<file path="config.mk">
export PLATFORM = sky130hd
export DESIGN_NAME = fwd_ctrl
export DESIGN_NICKNAME = d
export VERILOG_FILES = /design/src/rtl/fwd_pkg.sv /design/src/rtl/fwd_lr_track.sv /design/src/rtl/fwd_ll_track.sv /design/src/rtl/fwd_operand_sel.sv /design/src/rtl/fwd_ctrl.sv
export SDC_FILE = /design/constraint.sdc
export NUM_CORES = 1
export LEC_CHECK = 0
export ABC_CLOCK_PERIOD_IN_PS = 1900
export BUFFER_PORTS_ARGS = -buffer_cell sky130_fd_sc_hd__buf_2
export CAP_MARGIN = 5
export CELL_PAD_IN_SITES_DETAIL_PLACEMENT = 0
export CELL_PAD_IN_SITES_GLOBAL_PLACEMENT = 1
export CORE_MARGIN = 3
export CORE_UTILIZATION = 31
export DETAILED_ROUTE_END_ITERATION = 16
export PLACE_DENSITY_LB_ADDON = 0.1
export SYNTH_ARGS = -nofsm -noshare
export SYNTH_HDL_FRONTEND = slang
export SYNTH_HIERARCHICAL = 1
export SYNTH_SLANG_ARGS = --single-unit
</file>
<file path="constraint.sdc">
create_clock -name clk -period 1.9 [get_ports clk]
set_input_delay 0.285 -clock clk [delete_from_list [all_inputs] [get_ports clk]]
set_output_delay 0.285 -clock clk [all_outputs]
set_load 0.03 [all_outputs]
</file>
<file path="src/rtl/fwd_pkg.sv">
package fwd_pkg;

  typedef enum logic [1:0] {
    CLS_DP    = 2'd0,
    CLS_LOAD  = 2'd1,
    CLS_STORE = 2'd2,
    CLS_OTHER = 2'd3
  } op_class_e;

  typedef enum logic [1:0] {
    SRC_RF = 2'd0,
    SRC_LR = 2'd1,
    SRC_LL = 2'd2
  } src_sel_e;

  localparam logic [3:0] COND_ALWAYS = 4'hE;

  function automatic logic class_can_forward(input logic [1:0] cls);
    return (cls == CLS_DP) || (cls == CLS_LOAD);
  endfunction

endpackage

</file>
<file path="src/rtl/fwd_lr_track.sv">
module fwd_lr_track
  import fwd_pkg::*;
#(
  parameter int RW = 4
) (
  input  logic          clk,
  input  logic          rst_n,
  input  logic          acc,
  input  logic [1:0]    cls,
  input  logic [3:0]    cond,
  input  logic          wr,
  input  logic [RW-1:0] dst,
  output logic          lr_valid,
  output logic [RW-1:0] lr_dest
);

  logic produces;

  always_comb begin
    produces = wr && (cls == CLS_DP) && (cond == COND_ALWAYS);
  end

  always_ff @(posedge clk or negedge rst_n) begin
    if (!rst_n) begin
      lr_valid <= 1'b0;
      lr_dest  <= '0;
    end else if (acc) begin
      lr_valid <= produces;
      lr_dest  <= dst;
    end
  end

endmodule

</file>
<file path="src/rtl/fwd_ll_track.sv">
module fwd_ll_track #(
  parameter int RW    = 4,
  parameter int CW    = 3,
  parameter int NKILL = 2
) (
  input  logic              clk,
  input  logic              rst_n,
  input  logic              ld_issue_valid,
  output logic              ld_issue_ready,
  input  logic              ld_ret_valid,
  input  logic [RW-1:0]     ld_ret_reg,
  input  logic [NKILL-1:0]  kill_v,
  input  logic [NKILL*RW-1:0] kill_reg,
  output logic              ll_valid,
  output logic [RW-1:0]     ll_reg,
  output logic              cnt_zero,
  output logic [CW-1:0]     cnt
);

  localparam logic [CW-1:0] CMAX = '1;
  localparam logic [CW-1:0] ONE  = CW'(1);

  logic             inc, dec;
  logic [NKILL-1:0] hit_ret, hit_cur;

  assign ld_issue_ready = (cnt != CMAX);
  assign cnt_zero       = (cnt == '0);
  assign inc            = ld_issue_valid && ld_issue_ready;
  assign dec            = ld_ret_valid && !cnt_zero;

  for (genvar k = 0; k < NKILL; k++) begin : g_kill
    assign hit_ret[k] = kill_v[k] && (kill_reg[k*RW +: RW] == ld_ret_reg);
    assign hit_cur[k] = kill_v[k] && (kill_reg[k*RW +: RW] == ll_reg);
  end

  always_ff @(posedge clk or negedge rst_n) begin
    if (!rst_n) begin
      cnt <= '0;
    end else begin
      case ({inc, dec})
        2'b10:   cnt <= cnt + ONE;
        2'b01:   cnt <= cnt - ONE;
        default: cnt <= cnt;
      endcase
    end
  end

  always_ff @(posedge clk or negedge rst_n) begin
    if (!rst_n) begin
      ll_valid <= 1'b0;
      ll_reg   <= '0;
    end else if (ld_ret_valid) begin
      ll_reg   <= ld_ret_reg;
      ll_valid <= ~|hit_ret;
    end else if (|hit_cur) begin
      ll_valid <= 1'b0;
    end
  end

endmodule

</file>
<file path="src/rtl/fwd_operand_sel.sv">
module fwd_operand_sel
  import fwd_pkg::*;
#(
  parameter int RW = 4
) (
  input  logic          use_op,
  input  logic [RW-1:0] src,
  input  logic [1:0]    cls,
  input  logic          lr_en,
  input  logic          lr_valid,
  input  logic [RW-1:0] lr_dest,
  input  logic          ll_en,
  input  logic          ll_valid,
  input  logic [RW-1:0] ll_reg,
  input  logic          cnt_zero,
  output logic [1:0]    sel,
  output logic          stall
);

  src_sel_e pick;
  logic     lr_hit, ll_hit;

  always_comb begin
    lr_hit = lr_en && lr_valid && (src == lr_dest);
    ll_hit = ll_en && ll_valid && (src == ll_reg);
    pick   = SRC_RF;
    stall  = 1'b0;
    if (use_op && class_can_forward(cls)) begin
      if (lr_hit) begin
        pick = SRC_LR;
      end else if (ll_hit) begin
        if (cnt_zero) pick = SRC_LL;
        else          stall = 1'b1;
      end
    end
    sel = pick;
  end

endmodule

</file>
<file path="src/rtl/fwd_ctrl.sv">
module fwd_ctrl
  import fwd_pkg::*;
#(
  parameter int RW   = 4,
  parameter int NOPS = 2,
  parameter int CW   = 3
) (
  input  logic              clk,
  input  logic              rst_n,
  input  logic              cfg_lr_en,
  input  logic              cfg_ll_en,
  input  logic              dec_valid,
  output logic              dec_ready,
  input  logic [1:0]        dec_cls,
  input  logic [3:0]        dec_cond,
  input  logic              dec_wr,
  input  logic [RW-1:0]     dec_dst,
  input  logic [NOPS*RW-1:0] dec_src,
  input  logic [NOPS-1:0]   dec_src_use,
  output logic [2*NOPS-1:0] op_sel,
  output logic [NOPS-1:0]   op_stall,
  input  logic              ld_issue_valid,
  output logic              ld_issue_ready,
  input  logic              ld_ret_valid,
  input  logic [RW-1:0]     ld_ret_reg,
  input  logic              alu_wb_valid,
  input  logic [RW-1:0]     alu_wb_reg
);

  localparam int NKILL = 2;

  logic          acc;
  logic          lr_valid, ll_valid, cnt_zero;
  logic [RW-1:0] lr_dest, ll_reg;
  logic [CW-1:0] ll_cnt;
  logic [NKILL-1:0]    kill_v;
  logic [NKILL*RW-1:0] kill_reg;

  assign dec_ready = ~|op_stall;
  assign acc       = dec_valid && dec_ready;

  assign kill_v   = {alu_wb_valid, acc && dec_wr && (dec_cls != CLS_LOAD)};
  assign kill_reg = {alu_wb_reg, dec_dst};

  fwd_lr_track #(.RW(RW)) u_lr (
    .clk      (clk),
    .rst_n    (rst_n),
    .acc      (acc),
    .cls      (dec_cls),
    .cond     (dec_cond),
    .wr       (dec_wr),
    .dst      (dec_dst),
    .lr_valid (lr_valid),
    .lr_dest  (lr_dest)
  );

  fwd_ll_track #(.RW(RW), .CW(CW), .NKILL(NKILL)) u_ll (
    .clk            (clk),
    .rst_n          (rst_n),
    .ld_issue_valid (ld_issue_valid),
    .ld_issue_ready (ld_issue_ready),
    .ld_ret_valid   (ld_ret_valid),
    .ld_ret_reg     (ld_ret_reg),
    .kill_v         (kill_v),
    .kill_reg       (kill_reg),
    .ll_valid       (ll_valid),
    .ll_reg         (ll_reg),
    .cnt_zero       (cnt_zero),
    .cnt            (ll_cnt)
  );

  for (genvar k = 0; k < NOPS; k++) begin : g_op
    fwd_operand_sel #(.RW(RW)) u_sel (
      .use_op   (dec_src_use[k]),
      .src      (dec_src[k*RW +: RW]),
      .cls      (dec_cls),
      .lr_en    (cfg_lr_en),
      .lr_valid (lr_valid),
      .lr_dest  (lr_dest),
      .ll_en    (cfg_ll_en),
      .ll_valid (ll_valid),
      .ll_reg   (ll_reg),
      .cnt_zero (cnt_zero),
      .sel      (op_sel[2*k +: 2]),
      .stall    (op_stall[k])
    );
  end

endmodule

</file>
======== After elaboration in Yosys (flattened, before gate mapping) ========
Index checks and enable logic that the tools add are counted.
operators by class
  $add $sub $neg .......................... 2
  $mul .................................... 0
  divide/modulo/power cells ............... 0
  $lt $le $gt $ge ......................... 0
  equal/unequal tests ..................... 14
  shift operators ......................... 0
  muxes and demuxes ....................... 17
  bitwise operators ....................... 0
  reductions and logical operators ........ 30
operators with widths
  kind                 count
  $eq 4x4->1           8
  $logic_and 1x1->1    19
  $mux 2               7
  $mux 1               9
  $pmux 3 s2           1
  $reduce_or 2->1      3
  $eq 2x1->1 const B   2
  $eq 4x4->1 const B   1
  $reduce_bool 2->1    2
  $add 3x1->3 const B  1
  $logic_not 1->1      3
  $logic_not 3->1      1
  $ne 3x3->1 const B   1
  $sub 3x1->3 const B  1
  $eq 2x2->1 const B   1
  $logic_not 2->1      1
  $ne 2x1->1 const B   1
  $logic_or 1x1->1     1
word-level totals
  register bits ........................... 13
  bits in latches ......................... 0
  memory bits (writable) .................. 0
  ROM bits ................................ 0
  output and inout bits ................... 8
  memories kept ........................... 0

======== Longest topological paths before layout ========
  word-level depth ........................ 14
  mapped depth ............................ 9
  depth with buffers taken out ............ 9

======== Cells and area by module ========
The synthesis kept the hierarchy.
modules (own cells, without submodules)
  module           times used  cells each  area each (µm²)
  fwd_ll_track     1           53          551.8
  fwd_operand_sel  2           17          136.4
  fwd_lr_track     1           13          196.4
  fwd_ctrl         1           4           28.8

======== Worst setup path after synthesis ========
Ideal clock, no wire load.
  path kind ............................... reg2reg
  start ................................... reg u_lr.lr_dest[0]
  end ..................................... reg u_ll.ll_valid
  setup time .............................. 0.135 ns
  arrival ................................. 2.040 ns
  slack ................................... -0.275 ns
  cell stages (with the launch flop) ...... 10
  path buffers ............................ 0
  clock period less this slack ............ 2.175 ns
  path through ............................ dfrtp_1 -> xor2_1 -> nor3_2 -> nand4_1 -> and2_1 -> nor3b_2 -> and3_1 -> nand2_1 -> nor4_1 -> o22ai_1
on the way
  word-level cells in the longest chain between the ends .. 13
RTL lines
  element                           line                   RTL
  start: declaration                fwd_lr_track.sv:14     output logic [RW-1:0] lr_dest
  start signal: assignment          fwd_lr_track.sv:29     lr_dest <= dst;
  $eq 4x4->1 *                      fwd_operand_sel.sv:24  lr_hit = lr_en && lr_valid && (src == lr_dest);
  $logic_and 1x1->1 *               fwd_operand_sel.sv:24
  $mux 1 *                          fwd_operand_sel.sv:29  if (lr_hit) begin
  $mux 1 *                          fwd_operand_sel.sv:28  if (use_op && class_can_forward(cls)) begin
  named net op_stall[1]             fwd_ctrl.sv:21         output logic [NOPS-1:0] op_stall,
  $reduce_or 2->1 *                 fwd_ctrl.sv:39         assign dec_ready = ~|op_stall;
  $logic_not 1->1 *                 fwd_ctrl.sv:39
  $logic_and 1x1->1 *               fwd_ctrl.sv:40         assign acc = dec_valid && dec_ready;
  named net acc                     fwd_ctrl.sv:32         logic acc;
  $logic_and 1x1->1 * (2 in a row)  fwd_ctrl.sv:42         assign kill_v = {alu_wb_valid, acc && dec_wr && (dec_cls != CLS_LOAD)};
  named net kill_v[0]               fwd_ctrl.sv:36         logic [NKILL-1:0] kill_v;
  $logic_and 1x1->1                 fwd_ll_track.sv:32     assign hit_ret[k] = kill_v[k] && (kill_reg[k*RW +: RW] == ld_ret_reg);
  $reduce_or 2->1                   fwd_ll_track.sv:54     ll_valid <= ~|hit_ret;
  $logic_not 1->1                   fwd_ll_track.sv:54
  $mux 1                            fwd_ll_track.sv:52     end else if (ld_ret_valid) begin
  end signal: assignment            fwd_ll_track.sv:54
  end: declaration                  fwd_ll_track.sv:14     output logic ll_valid,
The timed path passes the listed nets; every way through them passes the cells marked *.
A chain may end at the register's enable or synchronous reset.

======== Worst setup path in the final report ========
  start ................................... reg u_ll.ll_reg[0]
  end ..................................... out dec_ready
on the way
  word-level cells in the longest chain between the ends .. 7
RTL lines
  element                   line                   RTL
  start: declaration        fwd_ll_track.sv:15     output logic [RW-1:0] ll_reg,
  start signal: assignment  fwd_ll_track.sv:53     ll_reg <= ld_ret_reg;
  $eq 4x4->1                fwd_operand_sel.sv:25  ll_hit = ll_en && ll_valid && (src == ll_reg);
  $logic_and 1x1->1         fwd_operand_sel.sv:25
  $mux 1                    fwd_operand_sel.sv:31  end else if (ll_hit) begin
  $mux 1                    fwd_operand_sel.sv:29
  $mux 1                    fwd_operand_sel.sv:28
  $reduce_or 2->1 *         fwd_ctrl.sv:39
  $logic_not 1->1 *         fwd_ctrl.sv:39
  end: declaration          fwd_ctrl.sv:13         output logic dec_ready,
Mark *: on every way between the ends. The rest lies on a longest branch, timed or not.

==> impl_metrics.yaml <==
worst_setup_path:
  worstPathMaxFanout: 3
  reg2reg_to: "u_lr/lr_valid$_DFFE_PN0P_"
  end_kind: "output port"
  crit_path_frequent_cell: "buf_6"
  startpoint_type: "register"
  crit_required_ns: 1.62
  cp_top_family: "simple AND/OR/NAND/NOR gates"
  cp_cell_sequence: "xnor2_1 > nand3_1 > nor4_2 > and2_4 > buf_6 > nor2_2 > buf_6"
  r2r-start: "u_lr/lr_dest[0]$_DFFE_PN0P_"
  cpPeakStageDelay_ns: 0.44
  critPathSlowestCell: "dfrtp_1"
  cp.arrival_ns: 1.80
  worstSetupPathType: "register to output port"
  path_buf_inv: 2
  rr_worst_depth: 8
  rrSetupSlack_ns: -0.11
layout:
  finalNonFillerCells: 217
  nets: 213
  syn_to_final_growth_pct: 56.0
  seqCellArea_um2: 325
  final_layout_size_suffix_gt1_share_pct: 54.3
  num_antenna_cells: 0
  multi_input_area_um2: 773
  nFillCells: 326
placed_design:
  place_inst: 207
  place_ws_ns: -0.144
  routabilityCongestion: 0.831
  hpwl_mm: 2.38
  port-buffer-count: 44
synth:
  synth.area.top_cells: "dfrtp_1 (31%), xor2_1 (18%), xnor2_1 (11%)"
  synth_top_area_share_pct: 31.0
  syn_area_per_cell_um2: 10.1
  synth_cells: 104
  ys_ff_latch: 13
  seq_area_frac_synth_pct: 31.0
  ys_warn_count: 6
  synth.cell_area_mm2: 0.00105
  yosysTopAreaCell: "dfrtp_1"
  syn_nets: 143
  yosysUniqueCellTypes: 26
power_and_ir_drop:
  pwr-share-comb_pct: 50.2
  power_leakage_nw: 0.748
  p_int_mw: 0.702
  power.total_mw: 1.09
  power.density_mw_per_mm2: 666
  seqPwrFrac_pct: 34.5
  clkPwrFrac_pct: 15.4
  switching_share_pct: 35.6
  ir_drop_uv: 473
  power.net_switching_mw: 0.389
global_route:
  grt_max_degree: 14
  grt_overflow: 0
  grt_pass1_wl_mm: 4.51
  antenna_found_initial: 0
  grt_pass1_vias: 1024
  grt_usage_pct: 13.8
outcome:
  violations: "setup timing"
  status: "finished with violations"
hold_path:
  hold_start: "dec_cond[0]"
  hold_class: "input port to register"
  hold_depth: 3
  hold_end: "u_lr/lr_valid$_DFFE_PN0P_"
clocking:
  path_clk_slew_ns: 0.08
  cts_max_level: 1
  insertion_delay_ns: 0.27
  cts_made_buffers: 3
  clock_path_buffers: 2
  cts_tree: "built"
  cts.root.buffer_cell: "clkbuf_4"
  clkSinkCount: 13
timing:
  slew_headroom_pct: 77.7
  setup_viol_count_final: 12
  fin_crit_ns: 2.08
  fin_ws_ns: -0.181
  fmax_mhz: 480
  rsz0062_at_grt: "true"
  hold_viol: 0
  period_share_pct: 110
  tns_ns: -0.886
  worst_clock_skew_ns: 0.00873
  slew_viol_final: 0
  worstMarginPinSlew_ns: 0.330
detailed_routing:
  vias: 999
  drtAntennaViolNets: 0
  drt_iter0_markers: 21
  dr.pass1.iters: 4
  met2_wirelength_mm: 1.51
  drc_errors: 0
  dr_wl_met3_um: 138
  via_per_inst: 4.60
  post_drt_wl_per_cell_um: 13.3
  highest_layer: "met4"
  wl_mm: 2.88
  wl_met1_mm: 1.22
floorplanning:
  core-area_mm2: 0.00315
  die_area_mm2: 0.00412
  fp-row-count: 20
  ios: 45
  start_util_pct: 33.3
  die_h_um: 64.2
  die_w_um: 64.2
job:
  timing.max_cap.violations: 0
-- placed cells by master (no fill, tap or decap), drive strengths merged, types with 4 or more instances in the layout --
master	synthesis	routed
dfrtp	13	13
inv	5	5
mux2	8	8
nand2	4	4
xor2	22	22
nor3	6	6
nor4	4	4
xnor2	13	13
buf	1	65
clkbuf	0	4
-- metal layers --
metal,vias to the layer above,global-route usage (%)
met2,27,25.2
met1,468,16.9
met3,2,2.11
met5,-,0
met4,0,3.17
li1,502,-
-- worst min-delay path, cell delays in order --
cell	delay, ns
buf_2	0.08
or4b_1	0.09
o22ai_1	0.05
-- timing repair --
action                                  4_1_cts  5_1_grt
hold endpoints to repair                     13        0
resized for setup                            22        9
hold buffers                                  1        0
pin swaps                                    19       17
setup buffers                                 3        3
endpoints found under the setup margin       13       14
-- power by group through the flow --
stage          registers (mW)  clock network [mW]  logic [mW]
2_1_floorplan           0.387                   0       0.282
3_3_place_gp            0.379                   0       0.488
3_5_place_dp            0.380                   0       0.505
4_1_cts                 0.377               0.178       0.529
5_1_grt                 0.383               0.189       0.602
6_report                0.376               0.168       0.547
-- how the worst max path moves through the flow --
stage,startpoint,end,slack (ns),cells after the start
after floorplan,u_lr/lr_dest[0]$_DFFE_PN0P_,u_ll/ll_valid$_DFFE_PN0P_,-0.09,9
after global placement,dec_src[0],u_ll/ll_valid$_DFFE_PN0P_,-0.08,10
after detailed placement,dec_src[0],u_ll/ll_valid$_DFFE_PN0P_,-0.14,10
after CTS,u_ll/ll_reg[0]$_DFFE_PN0P_,dec_ready,-0.19,7
after global routing,u_ll/ll_reg[2]$_DFFE_PN0P_,dec_ready,-0.27,7
final,u_ll/ll_reg[0]$_DFFE_PN0P_,dec_ready,-0.18,7
-- metrics by stage --
step           area, um2  utilization (%)  hold slack (ns)
2_1_floorplan       1060                -          -0.0106
3_3_place_gp        1450             46.0            0.198
3_5_place_dp        1450             46.0            0.199
4_1_cts             1590             50.4            0.270
5_1_grt             1640             51.9            0.283
6_report            1640             51.9            0.280
-- synth_stat cells --
library cell	number
a311o_1	1
and2_1	2
and3_1	3
buf_2	1
dfrtp_1	13
fa_1	1
ha_1	1
inv_1	5
mux2_2	8
mux2i_1	1
nand2_1	4
nand2b_1	1
nand3_1	3
nand4_1	3
nand4b_1	2
nor2_1	2
nor2b_1	1
nor3_1	4
nor3_2	2
nor3b_2	3
nor4_1	4
o22ai_1	2
o41ai_1	1
or4b_1	1
xnor2_1	13
xor2_1	22
-- layout make-up --
type                       instances  area share [%]
multi-input combinational         85            47.2
timing repair buffer              66            26.8
inverter                           5            1.15
sequential                        13            19.9
clock buffer                       4            1.60
tap                               44            3.36
-- kinds of logic after synthesis --
| group | count (synthesis) | share of synthesized area (%) |
|---|---|---|
| buf+inv | 6 | 2.26 |
| xor+xnor | 35 | 29.2 |
| flops | 13 | 31.0 |
| fa+ha+maj | 2 | 3.10 |
| mux | 9 | 9.54 |
| compound gates | 4 | 2.98 |
| simple gates | 35 | 21.9 |
No activity file was read; power rests on OpenSTA's default activity.
